==> src/rtl/sat_clamp_pkg.sv <==
package sat_clamp_pkg;

  // Destination width selector: each step halves the element width.
  typedef enum logic [1:0] {
    WC_FULL    = 2'b00,
    WC_HALF    = 2'b01,
    WC_QUARTER = 2'b10,
    WC_EIGHTH  = 2'b11
  } wcode_e;

  localparam int NUM_WCODES = 4;

  // Per-element condition field, MSB first.
  typedef struct packed {
    logic lt;
    logic gt;
    logic eq;
    logic ovf;
  } cond_t;

endpackage

==> src/rtl/sat_bounds.sv <==
module sat_bounds
  import sat_clamp_pkg::*;
#(
  parameter int MAX_W = 64,
  parameter int IN_W  = 66
) (
  input  wcode_e                 wcode,
  input  logic                   is_signed,
  output logic signed [IN_W-1:0] lo,
  output logic signed [IN_W-1:0] hi,
  output logic [MAX_W-1:0]       mask
);

  localparam logic [IN_W-1:0] ONE = {{(IN_W-1){1'b0}}, 1'b1};

  logic [IN_W-1:0]  smax_t [NUM_WCODES];
  logic [IN_W-1:0]  smin_t [NUM_WCODES];
  logic [IN_W-1:0]  umax_t [NUM_WCODES];
  logic [MAX_W-1:0] mask_t [NUM_WCODES];

  // One set of constant bounds per width code.
  for (genvar i = 0; i < NUM_WCODES; i++) begin : g_w
    localparam int W = MAX_W >> i;
    localparam logic [IN_W-1:0] SMAX = (ONE << (W - 1)) - ONE;
    localparam logic [IN_W-1:0] UMAX = (ONE << W) - ONE;
    assign smax_t[i] = SMAX;
    assign smin_t[i] = ~SMAX;
    assign umax_t[i] = UMAX;
    assign mask_t[i] = UMAX[MAX_W-1:0];
  end

  always_comb begin
    mask = mask_t[wcode];
    if (is_signed) begin
      lo = $signed(smin_t[wcode]);
      hi = $signed(smax_t[wcode]);
    end else begin
      lo = '0;
      hi = $signed(umax_t[wcode]);
    end
  end

endmodule

==> src/rtl/sat_limiter.sv <==
module sat_limiter #(
  parameter int IN_W = 66
) (
  input  logic signed [IN_W-1:0] value,
  input  logic signed [IN_W-1:0] lo,
  input  logic signed [IN_W-1:0] hi,
  input  logic                   enable,
  output logic signed [IN_W-1:0] limited,
  output logic                   hit
);

  logic above;
  logic below;

  assign above = value > hi;
  assign below = value < lo;

  always_comb begin
    limited = value;
    hit     = 1'b0;
    if (enable) begin
      if (above) begin
        limited = hi;
        hit     = 1'b1;
      end else if (below) begin
        limited = lo;
        hit     = 1'b1;
      end
    end
  end

endmodule

==> src/rtl/sat_flags.sv <==
module sat_flags
  import sat_clamp_pkg::*;
#(
  parameter int MAX_W = 64
) (
  input  logic [MAX_W-1:0] elem,
  input  logic [MAX_W-1:0] mask,
  input  logic             is_signed,
  input  logic             sat_hit,
  input  logic             enable,
  output cond_t            cond
);

  logic [MAX_W-1:0] top_bit;
  logic             negative;
  logic             zero;

  // Highest set bit of the width mask marks the element sign position.
  assign top_bit  = mask & ~(mask >> 1);
  assign negative = is_signed & (|(elem & top_bit));
  assign zero     = ~(|elem);

  always_comb begin
    cond = '0;
    if (enable) begin
      cond.lt  = negative;
      cond.gt  = ~negative & ~zero;
      cond.eq  = zero;
      cond.ovf = sat_hit;
    end
  end

endmodule

==> src/rtl/sat_clamp_stage.sv <==
module sat_clamp_stage
  import sat_clamp_pkg::*;
#(
  parameter int MAX_W = 64,
  parameter int IN_W  = 66
) (
  input  logic            clk,
  input  logic            rst,
  input  logic            in_valid,
  input  logic [IN_W-1:0] in_result,
  input  logic            sat_en,
  input  logic            sat_signed,
  input  logic [1:0]      dst_wcode,
  input  logic            cond_en,
  input  logic            oe_form,
  output logic            out_valid,
  output logic [MAX_W-1:0] out_elem,
  output logic [3:0]      out_cond,
  output logic            out_illegal
);

  logic signed [IN_W-1:0] lo_b;
  logic signed [IN_W-1:0] hi_b;
  logic [MAX_W-1:0]       wmask;
  logic signed [IN_W-1:0] limited;
  logic                   hit;
  logic [MAX_W-1:0]       elem_n;
  cond_t                  cond_n;
  logic                   illegal_n;

  sat_bounds #(.MAX_W(MAX_W), .IN_W(IN_W)) u_bounds (
    .wcode     (wcode_e'(dst_wcode)),
    .is_signed (sat_signed),
    .lo        (lo_b),
    .hi        (hi_b),
    .mask      (wmask)
  );

  sat_limiter #(.IN_W(IN_W)) u_limit (
    .value   ($signed(in_result)),
    .lo      (lo_b),
    .hi      (hi_b),
    .enable  (sat_en),
    .limited (limited),
    .hit     (hit)
  );

  assign elem_n    = limited[MAX_W-1:0] & wmask;
  assign illegal_n = sat_en & oe_form;

  sat_flags #(.MAX_W(MAX_W)) u_flags (
    .elem      (elem_n),
    .mask      (wmask),
    .is_signed (sat_signed),
    .sat_hit   (hit),
    .enable    (cond_en),
    .cond      (cond_n)
  );

  always_ff @(posedge clk) begin
    if (rst) begin
      out_valid   <= 1'b0;
      out_elem    <= '0;
      out_cond    <= '0;
      out_illegal <= 1'b0;
    end else begin
      out_valid   <= in_valid;
      out_illegal <= in_valid & illegal_n;
      if (in_valid && !illegal_n) begin
        out_elem <= elem_n;
        out_cond <= cond_n;
      end else begin
        out_elem <= '0;
        out_cond <= '0;
      end
    end
  end

endmodule

==> config.mk <==
export PLATFORM = sky130hd
export DESIGN_NAME = sat_clamp_stage
export DESIGN_NICKNAME = d
export VERILOG_FILES = /design/src/rtl/sat_clamp_pkg.sv /design/src/rtl/sat_bounds.sv /design/src/rtl/sat_limiter.sv /design/src/rtl/sat_flags.sv /design/src/rtl/sat_clamp_stage.sv
export SDC_FILE = /design/constraint.sdc
export NUM_CORES = 1
export LEC_CHECK = 0
export BUFFER_PORTS_ARGS = -buffer_cell sky130_fd_sc_hd__buf_2
export CAP_MARGIN = 20
export CORE_ASPECT_RATIO = 1.1
export CORE_MARGIN = 2
export CORE_UTILIZATION = 50
export CTS_CLUSTER_SIZE = 14
export DETAILED_ROUTE_END_ITERATION = 16
export PLACE_DENSITY = 0.85
export SYNTH_ARGS = -nofsm -noshare
export SYNTH_HDL_FRONTEND = slang
export SYNTH_SLANG_ARGS = --single-unit
export TNS_END_PERCENT = 50
==> constraint.sdc <==
create_clock -name clk -period 12.9 [get_ports clk]
set_input_delay 2.58 -clock clk [delete_from_list [all_inputs] [get_ports clk]]
set_output_delay 2.58 -clock clk [all_outputs]
set_load 0.02 [all_outputs]
Word level (Yosys, flattened, before mapping)
Index checks and enable logic that the tools add are counted.
{ "word_totals": {"ff_bits": 70, "inputBits": 75, "out_inout_bits": 70, "elab_cells": 48} }
{ "classes": {"n_lt_le_gt_ge": 3, "n_mux": 19, "bitwise_logic": 14, "n_reduce_logical": 7} }
{ "op_table": {"columns": ["op", "count"], "rows": [
  ["$mux 66", 8],
  ["$bmux 66 s2", 3],
  ["$mux 64", 5],
  ["$and 64x64->64", 3],
  ["$bmux 64 s2", 1],
  ["$reduce_or 64->1", 2],
  ["$gt 66x66->1", 1],
  ["$lt 66x66->1", 1],
  ["$not 63->64", 1],
  ["$not 1->1", 5],
  ["$and 1x1->1", 4],
  ["$reduce_or 4->1", 1],
  ["$ge 3x3->1 const B", 1],
  ["$not 2->3", 1],
  ["$reduce_or 3->1", 1],
  ["$mux 1", 2],
  ["$reduce_or 2->1", 1],
  ["$logic_and 1x1->1", 1],
  ["$logic_not 1->1", 1]
]} }

Longest topological paths before layout
{ "depth": {"ltp_word": 15, "depth_mapped": 17, "depth_no_buf": 14} }

Modules after synthesis
From an unflattened synthesis, not the netlist that was laid out.
{ "unflattened": {"cells_unflattened": 1202, "area_unflattened_um2": 9559.2} }
{ "by_module_without_submodules": {"columns": ["mod", "instances", "cells_each", "area_per_inst_um2", "seq_area_each_um2"], "rows": [
  ["sat_limiter", 1, 665, 4793.3, 0.0],
  ["sat_clamp_stage", 1, 222, 2484.9, 1401.3],
  ["sat_bounds", 1, 199, 1466.4, 0.0],
  ["sat_flags", 1, 116, 814.5, 0.0]
]} }

Worst setup path after synthesis
No wires, ideal clock.
{ "synth_path": {"path_kind": "input port to flip-flop", "start": "input dst_wcode[1]", "end": "register out_elem[16]", "setup_ns": 0.115, "t_arrival_ns": 7.123, "required_time_ns": 12.785, "path_slack_ns": 5.663, "path_stages": 17, "n_path_buf": 4, "cell_sequence": "or2_2 clkbuf_1 nand2_1 ha_1 and4_4 and4bb_4 and4_4 o2111a_2 a2111oi_4 nand4_1 and2_4 buf_6 nand2b_4 buf_6 nor2b_1 buf_2 o21a_1"} }
{ "synth_between": {"elab_chain_cells": 10, "elab_cells_between_ends": 21, "cone_classes": "2 x order compare; 17 x mux; 2 x bitwise"} }
{ "synth_lines": {"columns": ["element", "line_no", "rtl"], "rows": [
  ["start, declared", "sat_clamp_stage.sv:13", "input logic [1:0] dst_wcode,"],
  ["$not 2->3 (implied by the code) *", null, null],
  ["$bmux 66 s2", "sat_bounds.sv:35", "lo = $signed(smin_t[wcode]);"],
  ["$mux 66 (implied by the code) (2 in a row)", "sat_bounds.sv:35", null],
  ["$mux 66", "sat_bounds.sv:34", "if (is_signed) begin"],
  ["$lt 66x66->1", "sat_limiter.sv:16", "assign below = value < lo;"],
  ["$mux 64", "sat_limiter.sv:25", "end else if (below) begin"],
  ["$mux 64", "sat_limiter.sv:22", "if (above) begin"],
  ["$mux 64", "sat_limiter.sv:21", "if (enable) begin"],
  ["$and 64x64->64 *", "sat_clamp_stage.sv:48", "assign elem_n = limited[MAX_W-1:0] & wmask;"],
  ["end signal, assigned", "sat_clamp_stage.sv:70", "out_elem <= elem_n;"],
  ["end, declared", "sat_clamp_stage.sv:17", "output logic [MAX_W-1:0] out_elem,"]
]} }
Every way passes the cells marked *; elsewhere a longest branch is shown, timed or not. The select of a mux whose other input is x is not followed.
A chain may end at the register's enable or synchronous reset.

Worst setup path after layout
{ "layout_path": {"start": "input dst_wcode[1]", "end": "register out_elem[19]"} }
Same word-level chain as after synthesis.

==> out/metrics.csv <==
stage,metric,value,unit
layout,areaGrowthSynthToFinish,19.6,%
synthesis,synth_top_cell_by_area,dfxtp_1,
floorplanning,start_util,52.0,%
worst_setup_path,crit_top_cell,and4_4,
worst_setup_path,crit_slowest_cell,or2_2,
clock_tree,ctsRootBufferMaster,clkbuf_8,
pwr,p_seq_share,38.7,%
clock_tree,ctsHoldBuffers,0,
min_path,hold_depth,3,
sta,fin_crit_sh,54.9,%
synthesis,syn_area_per_cell,8.66,µm²
sta,setup_ws,5810,ps
synthesis,ys_types,63,
run,cap_viol_max_count,0,
synthesis,synth_seq_cells,70,
clock_tree,cts_htree_levels,3,
sta,report.final.slew_viol_count,0,
detailed_routing,viasPerCell,6.09,
run_status,status,finished clean,
pwr,leakagePower,3.05,nW
placed_design,routabilityCongestion,0.880,
worst_setup_path,cp_data_arrival_time,7390,ps
global_route,grt_usage,26.7,%
floorplanning,die_area,11200,µm²
global_route,grt-ovfl-total,0,
clock_tree,cts_made_buffers,9,
synthesis,synthTopCellsByArea,"dfxtp_1 27%, ha_1 26%, a21oi_1 9.1%, nand2_1 6.0%, o21a_1 2.8%",
detailed_routing,first_pass_iters,5,
placed_design,dp_slack,4880,ps
worst_setup_path,worst_setup_path_end_kind,register,
pwr,p_per_area,93.7,nW/µm²
layout,final_nets,916,
floorplanning,die_w,101,µm
sta,max_freq,141,MHz
global_route,grt_pass1_vias,5238,
synthesis,async_flop_share,0,%
global_route,grt_max_degree,43,
pwr,p_clk_share,32.7,%
min_path,hp-class,input pin to register,
sta,setup_viol,0,
pwr,switchingPower,0.185,mW
synthesis,syn_nets,780,
layout,nFillCells,848,
clock_tree,clk_pin_slew,70,ps
global_route,antenna_found_initial,0,
sta,rsz0062_at_grt,false,
worst_setup_path,crit_chain,"buf_2, or2_2, nand2_1, buf_16, ha_1, and4_4, and4bb_4, and4_4, o2111a_2, a2111oi_4, or3_4, and2_4, nand2b_4, nor2b_1, o21a_1",
global_route,grt_pass1_wl,24.0,mm
floorplanning,die_y,111,µm
worst_setup_path,slowest_delay,670,ps
detailed_routing,ant_nets,0,
clock_tree,cts_tree,yes,
layout,drive_gt1_share,24.9,%
pwr,internal_power,0.394,mW
sta,finalCriticalPeriod,7090,ps
detailed_routing,drtIter0Drc,254,
placed_design,post-dp-hpwl,11.5,mm
pwr,swShare,31.9,%
clock_tree,clock_path_buffers,2,
synthesis,ys_warn_count,0,
detailed_routing,vias,5213,
layout,final_core_util,62.2,%
synthesis,synth_edf_count,0,
detailed_routing,drt-total-wl,14.7,mm
sta,setup_tns,0,ps
synthesis,syn-cell-area,5160,µm²
floorplanning,design.portCount,145,
clock_tree,cts_resized,0,
placed_design,io_buffers,144,
sta,max-slew-margin-rel,52.2,%
synthesis,synth_ff_type,dfxtp_1,
synthesis,netlist_instances,596,
min_path,hold_path.startpoint,in_valid,
clock_tree,cts_setup_buffers,0,
floorplanning,coreArea,9940,µm²
layout,n_antenna_cell,0,
synthesis,seq_area_frac_synth,27.1,%
worst_setup_path,startpoint_type,input pin,
detailed_routing,drc,0,
sta,tightest_slew,716,ps
clock_tree,clock-sinks,70,
detailed_routing,wl_per_cell,17.2,µm
sta,final_hold_viol_count,0,
synthesis,yosys.area.top_type_share,27.1,%
pwr,peakVddDrop,0.0703,mV
min_path,hold_end,out_valid,
worst_setup_path,crit_required,13200,ps
pwr,comb_power_share,28.6,%
floorplanning,row_count,38,
worst_setup_path,cp_max_fo,36,
worst_setup_path,crit_type,input pin to register,
==> layout make-up <==
type | instances | area (µm²) | area share (%)
sequential | 70 | 1400 | 22.7
inverter | 10 | 37.5 | 0.608
clock inverter | 4 | 72.6 | 1.18
clock buffer | 11 | 131 | 2.13
tap | 120 | 150 | 2.43
timing repair buffer | 147 | 763 | 12.4
multi-input combinational | 494 | 3620 | 58.6
==> cells in the final DEF (no fill, tap or decap), drive strengths merged, types with 2 or more instances in the layout <==
cell type / Yosys / final
inv: 10 / 10
or4: 4 / 4
nand3: 21 / 21
nor2: 20 / 20
nand2: 83 / 83
buf: 9 / 147
o21ai: 20 / 20
nor2b: 6 / 6
bufinv: 0 / 2
a211oi: 2 / 2
a21o: 10 / 10
dfxtp: 70 / 70
nor3: 6 / 6
o22ai: 3 / 3
or2: 3 / 3
clkbuf: 13 / 11
nor3b: 2 / 2
nand4: 17 / 17
o21a: 19 / 19
o31ai: 4 / 4
nor4: 17 / 17
a211o: 2 / 2
a21oi: 94 / 94
o221a: 2 / 2
a21boi: 2 / 2
nand2b: 6 / 6
and4: 8 / 8
o31a: 2 / 2
or3: 4 / 4
and3: 2 / 2
a221oi: 8 / 8
ha: 109 / 109
==> through the flow <==
step / cell area (µm²) / hold slack (ps) / instances / total power, mW
global route: 6180 / 2480 / 856 / 0.609
finish: 6180 / 2460 / 856 / 0.579
global placement: 5940 / 2830 / 840 / 0.381
detailed placement: 5940 / 2840 / 840 / 0.391
CTS: 6150 / 2450 / 855 / 0.579
floorplan: 5160 / 2700 / 596 / 0.336
==> state kept, by name (all words and copies together) (netlist names) <==
name	flops
out_valid	1
out_elem	64
out_illegal	1
out_cond	4
==> power groups by stage <==
stage	clock network, mW	registers (mW)	logic, mW
6_report	0.189	0.224	0.166
5_1_grt	0.198	0.224	0.186
4_1_cts	0.192	0.224	0.163
3_5_place_dp	0	0.229	0.162
3_3_place_gp	0	0.229	0.153
2_1_floorplan	0	0.237	0.0989
==> per-layer routing <==
| layer | vias to the layer above | track usage [%] | part of all wire (%) |
|---|---|---|---|
| met4 | 0 | 11.6 | 3.2 |
| met5 | - | 0 | 0 |
| met2 | 211 | 47.6 | 50 |
| li1 | 2524 | - | - |
| met1 | 2438 | 30.9 | 41 |
| met3 | 40 | 4.24 | 5.7 |
==> Yosys cell counts (all sizes together), types with 2 or more instances <==
master  count
ha        109
a21oi      94
nand2      83
dfxtp      70
nand3      21
nor2       20
o21ai      20
o21a       19
nand4      17
nor4       17
clkbuf     13
a21o       10
inv        10
buf         9
a221oi      8
and4        8
nand2b      6
nor2b       6
nor3        6
o31ai       4
or3         4
or4         4
o22ai       3
or2         3
a211o       2
a211oi      2
a21boi      2
and3        2
nor3b       2
o221a       2
o31a        2
==> critical path, delay by kind of cell <==
family | cells | cell delay [ps]
adders and majority gates | 1 | 320
AOI/OAI and AO/OA | 3 | 820
buffers and inverters | 2 | 680
and+or+nand+nor | 9 | 2950
==> how the worst max path moves through the flow <==
| stage | to | from | depth (start not counted) | slack, ps |
|---|---|---|---|---|
| 5_1_grt | out_elem[22] | dst_wcode[1] | 15 | 5450 |
| 6_report | out_elem[19] | dst_wcode[1] | 15 | 5810 |
| 4_1_cts | out_elem[19] | dst_wcode[1] | 14 | 5240 |
| 3_5_place_dp | out_elem[19] | dst_wcode[1] | 14 | 4880 |
| 3_3_place_gp | out_elem[21] | dst_wcode[1] | 14 | 5180 |
| 2_1_floorplan | out_elem[16] | dst_wcode[1] | 17 | 5660 |
==> logic make-up after synthesis <==
group	share of synthesized area, %
DFF	27.1
buffers and inverters	2.76
AOI/OAI and AO/OA	21.8
adders and majority gates	26.4
and+or+nand+nor	21.9
No activity file was read; power rests on OpenSTA's default activity.
